===== src/rtl/serial_rx_pkg.sv =====
package serial_rx_pkg;

    parameter int unsigned RXQ_DEPTH = 16;
    parameter int unsigned RXQ_DW    = 8;

    typedef enum logic [1:0] {
        TRG_ONE     = 2'd0,
        TRG_FOUR    = 2'd1,
        TRG_EIGHT   = 2'd2,
        TRG_FOURTEEN = 2'd3
    } trig_code_e;

    typedef struct packed {
        logic full;
        logic ready;
        logic ovr;
    } rxq_flags_t;

    typedef struct packed {
        logic push;
        logic pop;
        logic clr;
    } rxq_op_t;

    // Receive trigger level in bytes for a 2-bit code
    function automatic int unsigned trig_level(input logic [1:0] code);
        trig_code_e c;
        c = trig_code_e'(code);
        case (c)
            TRG_ONE:     return 1;
            TRG_FOUR:    return 4;
            TRG_EIGHT:   return 8;
            default:     return 14;
        endcase
    endfunction

endpackage


===== src/rtl/rxq_store.sv =====
module rxq_store
    import serial_rx_pkg::*;
#(
    parameter int unsigned DEPTH = RXQ_DEPTH,
    parameter int unsigned DW    = RXQ_DW,
    localparam int unsigned CW   = $clog2(DEPTH + 1),
    localparam int unsigned PW   = $clog2(DEPTH)
) (
    input  logic          clk,
    input  logic          rst,
    input  rxq_op_t       op,
    input  logic [DW-1:0] wdata,
    output logic [DW-1:0] rdata,
    output logic [CW-1:0] count,
    output logic [CW-1:0] count_nx
);

    localparam logic [PW-1:0] LAST_PTR = PW'(DEPTH - 1);
    localparam logic [CW-1:0] FULL_CNT = CW'(DEPTH);

    logic [DW-1:0] mem [DEPTH];
    logic [PW-1:0] wr_ptr;
    logic [PW-1:0] rd_ptr;

    function automatic logic [PW-1:0] bump(input logic [PW-1:0] p);
        return (p == LAST_PTR) ? '0 : p + PW'(1);
    endfunction

    always_comb begin
        if (op.clr)
            count_nx = '0;
        else
            count_nx = count + CW'(op.push) - CW'(op.pop);
    end

    always_ff @(posedge clk) begin
        if (rst) begin
            wr_ptr <= '0;
            rd_ptr <= '0;
            count  <= '0;
        end else begin
            count <= count_nx;
            if (op.clr) begin
                wr_ptr <= '0;
                rd_ptr <= '0;
            end else begin
                if (op.push) wr_ptr <= bump(wr_ptr);
                if (op.pop)  rd_ptr <= bump(rd_ptr);
            end
        end
    end

    always_ff @(posedge clk) begin
        if (op.push && !op.clr)
            mem[wr_ptr] <= wdata;
    end

    assign rdata = mem[rd_ptr];

    AST_NO_OVERFLOW: assert property (@(posedge clk) disable iff (rst)
        op.push |-> count != FULL_CNT);
    AST_NO_UNDERFLOW: assert property (@(posedge clk) disable iff (rst)
        op.pop |-> count != '0);
    AST_COUNT_BOUND: assert property (@(posedge clk) disable iff (rst)
        count <= FULL_CNT);

endmodule


===== src/rtl/rxq_status.sv =====
module rxq_status
    import serial_rx_pkg::*;
#(
    parameter int unsigned DEPTH = RXQ_DEPTH,
    localparam int unsigned CW   = $clog2(DEPTH + 1)
) (
    input  logic          clk,
    input  logic          rst,
    input  logic          tick,
    input  logic          rcvd,
    input  rxq_op_t       op,
    input  logic          ovr_hit,
    input  logic          ovr_clr,
    input  logic          pop_clear,
    input  logic [CW-1:0] count_nx,
    input  logic [CW-1:0] trig,
    output rxq_flags_t    flags
);

    logic rcvd_prev;
    logic ready_set;

    // Partial batch idle for this tick and the one before
    assign ready_set = tick && !rcvd && !rcvd_prev &&
                       (count_nx != '0) && (count_nx < trig);

    always_ff @(posedge clk) begin
        if (rst) begin
            flags     <= '0;
            rcvd_prev <= 1'b0;
        end else begin
            if (tick)
                rcvd_prev <= rcvd;

            if (ovr_hit)
                flags.ovr <= 1'b1;
            else if (ovr_clr)
                flags.ovr <= 1'b0;

            if (op.clr) begin
                flags.full  <= 1'b0;
                flags.ready <= 1'b0;
            end else begin
                if (op.push && count_nx >= trig)
                    flags.full <= 1'b1;
                else if (pop_clear && count_nx < trig)
                    flags.full <= 1'b0;

                if (ready_set)
                    flags.ready <= 1'b1;
                else if (pop_clear && count_nx == '0)
                    flags.ready <= 1'b0;
            end
        end
    end

    AST_FULL_ON_TRIGGER: assert property (@(posedge clk) disable iff (rst)
        (op.push && !op.clr && count_nx >= trig) |=> flags.full);
    AST_OVR_STICKY: assert property (@(posedge clk) disable iff (rst)
        (flags.ovr && !ovr_clr) |=> flags.ovr);
    AST_CLR_DROPS_FLAGS: assert property (@(posedge clk) disable iff (rst)
        op.clr |=> (!flags.full && !flags.ready));

endmodule


===== src/rtl/rxq_irq.sv =====
module rxq_irq
    import serial_rx_pkg::*;
(
    input  logic       clk,
    input  logic       rst,
    input  rxq_flags_t flags,
    input  logic       rx_irq_en,
    input  logic       err_irq_en,
    output logic       rx_irq,
    output logic       err_irq
);

    always_comb begin
        rx_irq  = rx_irq_en && (flags.full || flags.ready);
        err_irq = (rx_irq_en || err_irq_en) && flags.ovr;
    end

    AST_ERR_ON_OVR_RISE: assert property (@(posedge clk) disable iff (rst)
        ($rose(flags.ovr) && (rx_irq_en || err_irq_en)) |-> err_irq);
    AST_RX_IRQ_NEEDS_FLAG: assert property (@(posedge clk) disable iff (rst)
        rx_irq |-> (flags.full || flags.ready));

endmodule


===== src/rtl/serial_rx_queue.sv =====
module serial_rx_queue
    import serial_rx_pkg::*;
#(
    parameter int unsigned DEPTH = RXQ_DEPTH,
    parameter int unsigned DW    = RXQ_DW,
    localparam int unsigned CW   = $clog2(DEPTH + 1)
) (
    input  logic          clk,
    input  logic          rst,
    input  logic          tick,
    input  logic          loop_en,
    input  logic          line_valid,
    input  logic [DW-1:0] line_data,
    input  logic          tx_valid,
    input  logic [DW-1:0] tx_data,
    input  logic          rx_en,
    input  logic          rx_irq_en,
    input  logic          err_irq_en,
    input  logic [1:0]    trig_code,
    input  logic          fifo_clr,
    input  logic          ovr_clr,
    input  logic          rd_req,
    input  logic          rd_clear,
    output logic [DW-1:0] rd_data,
    output logic [CW-1:0] rx_count,
    output logic          full_flag,
    output logic          ready_flag,
    output logic          overrun_flag,
    output logic          rx_irq,
    output logic          err_irq
);

    localparam logic [CW-1:0] FULL_CNT = CW'(DEPTH);

    rxq_flags_t    flags;
    rxq_op_t       op;
    logic [CW-1:0] count;
    logic [CW-1:0] count_nx;
    logic [CW-1:0] trig;
    logic [DW-1:0] head;
    logic [DW-1:0] src_data;
    logic          src_valid;
    logic          live;
    logic          offer;
    logic          ovr_hit;
    logic          pop_clear;

    always_comb begin
        live      = rx_en && !flags.ovr;
        src_valid = loop_en ? tx_valid : line_valid;
        src_data  = loop_en ? tx_data  : line_data;
        offer     = tick && src_valid && live && !fifo_clr;
        trig      = CW'(trig_level(trig_code));

        op.clr    = fifo_clr;
        op.push   = offer && (count != FULL_CNT);
        op.pop    = rd_req && (count != '0) && !fifo_clr;
        ovr_hit   = offer && (count == FULL_CNT);
        pop_clear = op.pop && rd_clear;
    end

    rxq_store #(.DEPTH(DEPTH), .DW(DW)) u_store (
        .clk      (clk),
        .rst      (rst),
        .op       (op),
        .wdata    (src_data),
        .rdata    (head),
        .count    (count),
        .count_nx (count_nx)
    );

    rxq_status #(.DEPTH(DEPTH)) u_status (
        .clk       (clk),
        .rst       (rst),
        .tick      (tick),
        .rcvd      (offer),
        .op        (op),
        .ovr_hit   (ovr_hit),
        .ovr_clr   (ovr_clr),
        .pop_clear (pop_clear),
        .count_nx  (count_nx),
        .trig      (trig),
        .flags     (flags)
    );

    rxq_irq u_irq (
        .clk        (clk),
        .rst        (rst),
        .flags      (flags),
        .rx_irq_en  (rx_irq_en),
        .err_irq_en (err_irq_en),
        .rx_irq     (rx_irq),
        .err_irq    (err_irq)
    );

    assign rd_data      = (count != '0) ? head : '0;
    assign rx_count     = count;
    assign full_flag    = flags.full;
    assign ready_flag   = flags.ready;
    assign overrun_flag = flags.ovr;

    AST_READY_NONEMPTY: assert property (@(posedge clk) disable iff (rst)
        $rose(ready_flag) |-> rx_count != '0);
    AST_BLOCKED_RX: assert property (@(posedge clk) disable iff (rst)
        ((!rx_en || overrun_flag) && !rd_req && !fifo_clr) |=> $stable(rx_count));
    AST_EMPTY_READ_ZERO: assert property (@(posedge clk) disable iff (rst)
        (rx_count == '0) |-> (rd_data == '0));

endmodule


===== config.mk =====
export PLATFORM = sky130hd
export DESIGN_NAME = serial_rx_queue
export DESIGN_NICKNAME = d
export VERILOG_FILES = /design/src/rtl/serial_rx_pkg.sv /design/src/rtl/rxq_store.sv /design/src/rtl/rxq_status.sv /design/src/rtl/rxq_irq.sv /design/src/rtl/serial_rx_queue.sv
export SDC_FILE = /design/constraint.sdc
export NUM_CORES = 1
export LEC_CHECK = 0
export ABC_AREA = 0
export BUFFER_PORTS_ARGS = -buffer_cell sky130_fd_sc_hd__buf_2
export CAP_MARGIN = 5
export CORE_MARGIN = 2
export CORE_UTILIZATION = 45
export CTS_CLUSTER_SIZE = 12
export DETAILED_ROUTE_END_ITERATION = 8
export PLACE_DENSITY = 0.76
export SLEW_MARGIN = 20
export SYNTH_ARGS = -nofsm -noshare
export SYNTH_HDL_FRONTEND = slang
export SYNTH_SLANG_ARGS = --single-unit

===== constraint.sdc =====
create_clock -name clk -period 3.76 [get_ports clk]
set_clock_uncertainty 0.1 [all_clocks]
set_input_delay 0.376 -clock clk [delete_from_list [all_inputs] [get_ports clk]]
set_output_delay 0.376 -clock clk [all_outputs]
set_load 0.005 [all_outputs]

==> results of run 1 <==
==> kinds of logic after synthesis <==
logic type                 after synthesis  synth area share
muxes                                   59             0.159
buffers and inverters                   28            0.0215
and+or+nand+nor                         75            0.0602
AOI/OAI and AO/OA                       33            0.0387
DFF                                    149             0.679
adders and majority gates               15            0.0311
xor gates and xnor gates                 7           0.00977
==> power by group <==
| part | internal (mW) | switching, mW |
|---|---|---|
| Combinational | 0.136 | 0.183 |
| Sequential | 1.81 | 0.0132 |
| Clock | 0.879 | 0.713 |
| Total | 2.83 | 0.909 |
==> worst register-to-register path: cells and delay by family (launching register included) <==
family,cells,cell delay (ps)
fa+ha+maj,3,850
buf+inv,2,230
simple gates,7,870
flops,1,350
compound gates,4,850
xor+xnor,1,180
==> cell usage after synthesis (all sizes together), types with 4 or more instances <==
library cell	n	share of area
xor2	4	0.0056
inv	11	0.0066
mux2	8	0.014
dfxtp	21	0.067
mux4	32	0.11
a31oi	4	0.0040
nor3	7	0.0064
clkbuf	4	0.0024
ha	14	0.028
nand2	12	0.0072
buf	13	0.013
a21oi	7	0.0056
mux2i	19	0.030
nand2b	6	0.0060
o22ai	8	0.0080
nor2	36	0.022
edfxtp	128	0.61
==> flip-flops by register name, summed over array words and instances, names as in the netlist, named ones only <==
| signal | flops |
|---|---|
| u_store.wr_ptr | 4 |
| u_store.rd_ptr | 4 |
| u_status.rcvd_prev | 1 |
| u_store.count | 5 |
| u_store.mem | 128 |
| u_status.flags | 3 |
==> metrics by stage <==
step / hold WS (ps) / instances / area, um^2
after floorplan: 345 / 366 / 6280
after global placement: 383 / 591 / 6770
after detailed placement: 406 / 591 / 6770
after CTS: 90.9 / 623 / 7340
after global routing: 112 / 626 / 7380
final: 115 / 626 / 7380
==> metal layers <==
metal	global-route usage	vias up
met1	0.239	1722
met3	0.0393	14
li1	-	1582
met2	0.303	120
met5	0	-
met4	0.0524	0
==> what timing repair did <==
action / 4_1_cts / 5_1_grt
setup buffers: 0 / 3
endpoints found under the setup margin: 0 / 2
gates resized for setup: 0 / 5
==> area by class of cell <==
type	count	area share
multi-input combinational	189	0.258
clock inverter	14	0.0188
clock buffer	18	0.0581
inverter	11	0.00559
sequential	149	0.578
tap	180	0.0305
timing repair buffer	65	0.0515
==> worst paths after layout <==
| path | slack, ps | cells after the start | start | endpoint |
|---|---|---|---|---|
| hold reg to reg | 410 | 2 | u_status.flags[0]$_SDFFE_PP0P_ | u_status.flags[0]$_SDFFE_PP0P_ |
| setup reg to reg | 250 | 17 | u_store.count[2]$_SDFF_PP0_ | u_status.flags[2]$_SDFFE_PP0P_ |
| setup / recovery | 250 | 17 | u_store.count[2]$_SDFF_PP0_ | u_status.flags[2]$_SDFFE_PP0P_ |
| hold / removal | 110 | 2 | rst | u_status.flags[0]$_SDFFE_PP0P_ |
==> placed cells by master, fill, tap and decap left out, drive strengths merged, types with 3 or more instances in the layout <==
cell	Yosys	routed
clkinv	0	5
nor3	7	7
nand2b	6	6
nand2	12	12
mux4	32	32
xnor2	3	3
a21oi	7	7
nor2	36	36
edfxtp	128	128
a31oi	4	4
clkbuf	4	18
ha	14	14
o22ai	8	8
mux2i	19	19
mux2	8	8
xor2	4	4
a311oi	3	3
inv	11	19
nand4	3	3
buf	13	65
dfxtp	21	21
==> reports/metrics.cfg, run 1 <==
[outcome]
status=finished, final reports clean

[cells_and_area]
multi_input_area_mm2=0.00190
nets=479
layout-drive-gt1-share=0.334
seq_area_mm2=0.00427
syn2layout_area_growth_pct=17.6
fillers=1090
fin_util=0.536
antennaDiodeCount=0

[global_route]
antenna_found_initial=0
overflow=0
gr-usage-all-layers=0.181
grt_pass1_vias=3604
grt_pass1_wl_mm=19.7
grt_max_degree=33

[route]
drcViolationCount=0
drtIter0Drc=308
routed_wl_mm=12.6
top_layer_used=met4
num_vias=3438
wl_met3_um=809
drt-vias-per-instance=5.49
m1WireLength_mm=5.20
dr_wl_met2_mm=6.47
antenna_left=0
first_pass_iters=5
wl_per_cell_um=20.2

[place]
gp_congestion=0.899
numPortBuffers=48
place_hpwl_mm=8.18
dp_slack_ps=81.4

[timing]
finalCritPeriodShare=0.935
setup_tns_ps=0
slew_headroom=0.358
finalWorstSetupSlack_ps=246
setup_violations=0
slew_viol_final=0
fmax_mhz=285
rsz0062_at_grt=no
tightest_slew_ps=960
post-route-min-period_ps=3510
hold_violations=0

[clocking]
cts_buffer_depth=2
cts_tree=yes
cts-htree-levels=4
clk_latency_ps=410
clockRootBuffer=clkbuf_16
path_clk_slew_ps=60
postCtsHoldBufs=0
clock-sinks=149
numCtsBuffers=17

[setup_path]
critPathMaxStageDelay_ps=350
cp_num_buf_inv=2
crit_top_cell=ha_1
path_cells=inv_1, ha_1, nor4b_2, nor3b_2, buf_4, nand2b_1, ha_1, a21o_1, a21oi_1, xnor2_1, nor2_1, ha_1, nand3_1, nor2_1, a211oi_2, nand4_1, a31o_1
cp_max_fo=4
path_delay_family=simple AND/OR/NAND/NOR gates
cp_slowest_cell=dfxtp_1
worst_setup_path_end_kind=flip-flop
critical_path_class=flip-flop to flip-flop
arrival_ps=3720
worstSetupStartpointType=flip-flop
worst_ep_required_time_ps=3970

[die]
design.core.area_mm2=0.0138
start_util=0.456
dieArea_mm2=0.0149
die_y_um=122
pin_count=49
die_w_um=122
placement_rows=43

[synthesis]
ys_seq_area_frac=0.679
synthCells=366
ys_warn_count=0
synth_nets=412
syn_area_mm2=0.00628
synth-edff-count=128
async_flop_share=0
ys.flop_type=edfxtp_1
synth-seq-cells=149
syn_area_per_cell_um2=17.2
synthDistinctLibCells=44

[worst_hold_path]
hold_path.class=primary input to flip-flop

[flow_run]
maxCapViolations=0

[power]
power_density_mw_per_mm2=506
peakVddDrop_v=0.000271
p_leak_nw=2.48
p_total_mw=3.74

(Power assumes the default switching activity.)
==> inputs of run 2 (changes only) <==
Clock period 3.76 ns to 3.1 ns, I/O delays scaled along.
==> reports/metrics.cfg, run 2 (synthesis results as in run 1) <==
[setup_path]
worst_ep_required_time_ps=3310  ; -660 ps
worstSetupStartpointType=flip-flop
worst_setup_path_end_kind=flip-flop
arrival_ps=3370  ; -350 ps
critPathMaxStageDelay_ps=350  ; about the same
cp_max_fo=3  ; -1
path_cells=inv_2, ha_4, nor4b_4, nor3b_4, xor2_1, ha_2, inv_2, fa_2, xor2_2, nor2_2, ha_4, a21o_1, a211oi_2, a31oi_1, a31o_1
cp_slowest_cell=fa_2
critical_path_class=flip-flop to flip-flop

[die]
pin_count=49  ; unchanged
start_util=0.456  ; unchanged
design.core.area_mm2=0.0138  ; unchanged
die_w_um=122  ; unchanged
dieArea_mm2=0.0149  ; unchanged
placement_rows=43  ; unchanged
die_y_um=122  ; unchanged

[timing]
setup_violations=2  ; +2
post-route-min-period_ps=3160  ; -357 ps
finalCritPeriodShare=1.02  ; +0.0838
rsz0062_at_grt=yes
hold_violations=0  ; unchanged
tightest_slew_ps=496  ; -464 ps
fmax_mhz=317  ; +11%
setup_tns_ps=-101  ; -101 ps
finalWorstSetupSlack_ps=-57.3  ; -303 ps
slew_headroom=0.669  ; +0.311
slew_viol_final=0  ; unchanged
whs_ps=61.6  ; -53.1 ps

[global_route]
grt_pass1_wl_mm=19.7  ; +0.35%
overflow=0  ; unchanged
top_usage_layer=met2
antenna_found_initial=0  ; unchanged
use_met3=0.0548  ; +0.0154
grt_use_met2=0.313  ; +0.00978
gr-usage-all-layers=0.183  ; +0.00171
use_met1=0.229  ; -0.00988
grt_pass1_vias=3653  ; +1.4%
grt_max_degree=22  ; -33%

[clocking]
clock-sinks=149  ; unchanged
cts-htree-levels=4  ; unchanged
path_clk_slew_ps=60  ; about the same
cts_tree=yes
numCtsBuffers=17  ; unchanged
clk_latency_ps=410  ; about the same
clockRootBuffer=clkbuf_16
cts_buffer_depth=2  ; unchanged

[place]
place_hpwl_mm=8.54  ; +4.5%
numPortBuffers=48  ; unchanged
dp_slack_ps=-181  ; -262 ps
gp_congestion=0.852  ; -5.3%
dp.cells=615  ; +4.1%
placed_cell_area_mm2=0.00702  ; +3.7%

[route]
drtIter0Drc=355  ; +15%
antenna_left=0  ; unchanged
routed_wl_mm=12.9  ; +1.9%
drt-vias-per-instance=5.53  ; +0.76%
first_pass_iters=5  ; unchanged
wl_per_cell_um=19.7  ; -2.4%
num_vias=3619  ; +5.3%
drcViolationCount=0  ; unchanged

[cells_and_area]
max_flop_register=u_store.mem
fillers=1055  ; -3.2%
nets=507  ; +5.8%
reg_top3=u_store.mem (128), u_store.count (5)
fin_util=0.561  ; +0.0254
final_common_cell=edfxtp_1
syn2layout_area_growth_pct=23.2
final_cell_mix=edfxtp_1, buf_2, buf_4
final_cells=654  ; +4.5%
layout-drive-gt1-share=0.399  ; +0.0647
largest_register_ffs=128  ; unchanged
antennaDiodeCount=0  ; unchanged
final_area_mm2=0.00773  ; +4.7%

[worst_hold_path]
hold_path.class=primary input to flip-flop

[outcome]
violations=negative setup slack
status=finished, violations left

[power]
p_leak_nw=2.66  ; +7.3%
peakVddDrop_v=0.000341  ; +26%
p_total_mw=4.79  ; +28%
power_density_mw_per_mm2=620  ; +22%

[flow_run]
maxCapViolations=0  ; unchanged

run 2: cell types whose count changed in the layout (fill, tap and decap cells not counted), moves of 3 or more:
| cell | before | now |
|---|---|---|
| inv_2 | 0 | 3 |
| buf_4 | 16 | 42 |
| ha_1 | 14 | 10 |
| inv_1 | 11 | 8 |
| ha_4 | 0 | 3 |
| clkinv_4 | 4 | 1 |
run 2: path summary, 6_finish.rpt:
| path | startpoint | end | slack, ps | depth (start not counted) |
|---|---|---|---|---|
| min reg2reg | u_status.rcvd_prev$_SDFFE_PP0P_ | u_status.rcvd_prev$_SDFFE_PP0P_ | 420 | 2 |
| max reg2reg | u_store.count[3]$_SDFF_PP0_ | u_status.flags[2]$_SDFFE_PP0P_ | -60 | 15 |
| min | rst | u_status.rcvd_prev$_SDFFE_PP0P_ | 60 | 2 |
| max | u_store.count[3]$_SDFF_PP0_ | u_status.flags[2]$_SDFFE_PP0P_ | -60 | 15 |
run 2: layout make-up:
class                           count  area (um^2)  area share
Clock inverter                     15          181      0.0235
Sequential cell                   149         4270       0.552
Clock buffer                       17          425      0.0550
Tap cell                          180          225      0.0291
Timing Repair Buffer               93          616      0.0796
Inverter                           11         41.3     0.00534
Multi-Input combinational cell    189         1980       0.256
run 2: timing repair:
| action | 4_1_cts | 5_1_grt |
|---|---|---|
| hold buffers | 0 | 0 |
| setup endpoints to repair | 2 | 2 |
| setup buffers | 7 | 0 |
| resized for setup | 2 | 6 |
| pin swaps | 13 | 8 |
run 2: per-layer routing:
| layer | up-vias | wire (um) |
|---|---|---|
| met2 | 146 | 6760 |
| li1 | 1636 | - |
| met5 | - | 0 |
| met3 | 7 | 739 |
| met4 | 0 | 68 |
| met1 | 1830 | 5290 |
run 2: worst max-delay path, delay by kind of cell, from the launching register on:
kind | cells | cell delay, ps
compound gates | 4 | 740
flops | 1 | 330
xor+xnor | 2 | 340
buf+inv | 2 | 90
simple gates | 3 | 520
fa+ha+maj | 4 | 930
run 2: report_power, final:
group / internal [mW] / switching [mW]
logic: 0.233 / 0.242
registers: 2.20 / 0.0142
clock network: 1.22 / 0.878
total: 3.66 / 1.13
==> inputs of run 3 (changes only) <==
Settings changed: CORE_UTILIZATION 45 to 54, PLACE_DENSITY 0.76 to 0.87.
==> reports/metrics.cfg, run 3 (synthesis results as in run 1) <==
[global_route]
grt_pass1_vias=3759  ; +2.9%
grt_max_degree=33  ; +50%
overflow=0  ; unchanged
grt_pass1_wl_mm=20.9  ; +5.7%
antenna_found_initial=0  ; unchanged
gr-usage-all-layers=0.226  ; +0.0432

[place]
numPortBuffers=48  ; unchanged
placed_cell_area_mm2=0.00691  ; -1.6%
gp_congestion=0.894  ; +5.0%
place_hpwl_mm=8.34  ; -2.3%

[clocking]
numCtsBuffers=17  ; unchanged
clock-sinks=149  ; unchanged
cts_buffer_depth=2  ; unchanged
cts_tree=yes
clockRootBuffer=clkbuf_16
clk_latency_ps=410  ; about the same
path_clk_slew_ps=60  ; about the same
cts-htree-levels=4  ; unchanged

[timing]
post-route-min-period_ps=3340  ; +179 ps
tightest_slew_ps=794  ; +298 ps
slew_headroom=0.469  ; -0.200
hold_violations=0  ; unchanged
setup_violations=2  ; unchanged
finalWorstSetupSlack_ps=-236  ; -179 ps
fmax_mhz=300  ; -5.4%
finalCritPeriodShare=1.08  ; +0.0576
rsz0062_at_grt=yes
slew_viol_final=0  ; unchanged

[route]
drt-vias-per-instance=5.94  ; +7.3%
drcViolationCount=0  ; unchanged
routed_wl_mm=13.2  ; +3.0%
antenna_left=0  ; unchanged
wl_per_cell_um=21.7  ; +11%
first_pass_iters=5  ; unchanged
drtIter0Drc=322  ; -9.3%
num_vias=3616  ; -0.083%

[setup_path]
worstSetupStartpointType=flip-flop
path_cells=inv_2, ha_4, nor4b_4, nor3b_4, xor2_1, ha_2, inv_2, fa_2, xor2_2, nor2_2, ha_4, a21o_1, a211oi_2, nand4_1, a31o_1
critPathMaxStageDelay_ps=380  ; +30 ps
path_delay_family=adder cells
critical_path_class=flip-flop to flip-flop
arrival_ps=3530  ; +160 ps
cp_slowest_cell=fa_2
cp_num_buf_inv=2  ; unchanged
cp_max_fo=3  ; unchanged
worst_ep_required_time_ps=3300  ; about the same
worst_setup_path_end_kind=flip-flop

[power]
p_sw_frac=0.216  ; -0.0203
pwr-share-seq=0.483  ; +0.021
clkPwrFrac=0.415  ; -0.024
peakVddDrop_v=0.000532  ; +56%
p_leak_nw=2.60  ; -2.5%
combPwrFrac=0.101  ; +0.002
intPower_mw=3.59  ; -1.7%
power_density_mw_per_mm2=610  ; -1.6%
p_total_mw=4.59  ; -4.3%
power_switching_mw=0.993  ; -12%

[cells_and_area]
final_area_mm2=0.00752  ; -2.7%
reg_top3=u_store.mem (128), u_store.count (5)
antennaDiodeCount=0  ; unchanged
fin_util=0.662  ; +0.100
layout-drive-gt1-share=0.371  ; -0.0275
nets=500  ; -1.4%
largest_register_ffs=128  ; unchanged
final_common_cell=edfxtp_1
syn2layout_area_growth_pct=19.9
max_flop_register=u_store.mem
final_cell_mix=edfxtp_1, buf_2, buf_4

[flow_run]
maxCapViolations=0  ; unchanged

[die]
start_util=0.552  ; +0.0963
die_y_um=112  ; -8.4%
die_w_um=112  ; -8.4%
pin_count=49  ; unchanged
dieArea_mm2=0.0125  ; -16%
placement_rows=39  ; -9.3%
design.core.area_mm2=0.0114  ; -17%

[outcome]
violations=negative setup slack
status=finished, violations left

[worst_hold_path]
hold_path.class=primary input to flip-flop

==> run 3: changes by cell type in the layout (fill, tap and decap cells not counted), sizes merged <==
| cell | before | now |
|---|---|---|
| clkbuf | 17 | 20 |
| buf | 93 | 86 |
| clkinvlp | 2 | 1 |
| inv | 20 | 11 |
| clkinv | 2 | 8 |
==> run 3: power by group through the flow <==
stage | Clock (mW) | Combinational, mW | Sequential [mW]
finish | 1.90 | 0.464 | 2.22
global route | 2.02 | 0.502 | 2.22
CTS | 1.93 | 0.441 | 2.22
detailed placement | 0 | 0.428 | 2.26
global placement | 0 | 0.412 | 2.26
floorplan | 0 | 0.250 | 2.26
==> run 3: repair_timing <==
action                     CTS  global route
gates resized for setup      0             5
pin swaps                    8             5
setup buffers                2             3
setup endpoints to repair    2             2
hold buffers                 0             0
==> run 3: per-stage QoR <==
step | setup slack (ps) | instances | setup TNS [ps] | hold slack, ps
2_1_floorplan | -169 | 366 | -299 | 279
3_3_place_gp | -50.5 | 573 | -77.3 | 379
3_5_place_dp | -264 | 573 | -483 | 394
4_1_cts | -255 | 606 | -472 | 38.0
5_1_grt | -365 | 609 | -716 | 59.2
6_report | -236 | 609 | -432 | 49.2
==> run 3: per-layer routing <==
layer	GRT usage	wire [um]	vias to the layer above
li1	-	-	1614
met1	0.287	5330	1819
met2	0.381	6790	159
met3	0.0599	860	24
met4	0.0765	261	0
met5	0	0	-
==> run 3: final timing paths <==
check / from / end / slack, ps / cells past startpoint
max reg2reg: u_store.count[3]$_SDFF_PP0_ / u_status.flags[2]$_SDFFE_PP0P_ / -240 / 15
max: u_store.count[3]$_SDFF_PP0_ / u_status.flags[2]$_SDFFE_PP0P_ / -240 / 15
min reg2reg: u_status.rcvd_prev$_SDFFE_PP0P_ / u_status.rcvd_prev$_SDFFE_PP0P_ / 410 / 2
min: rst / u_status.flags[0]$_SDFFE_PP0P_ / 50 / 2
==> run 3: cell type report <==
class / instances / area [um^2]
multi-input cells: 189 / 1950
inverters: 11 / 41.3
flip-flops and latches: 149 / 4270
well taps: 143 / 179
fillers: 713 / 3850
repair buffers: 86 / 542
clock inverters: 11 / 111
clock buffers: 20 / 437
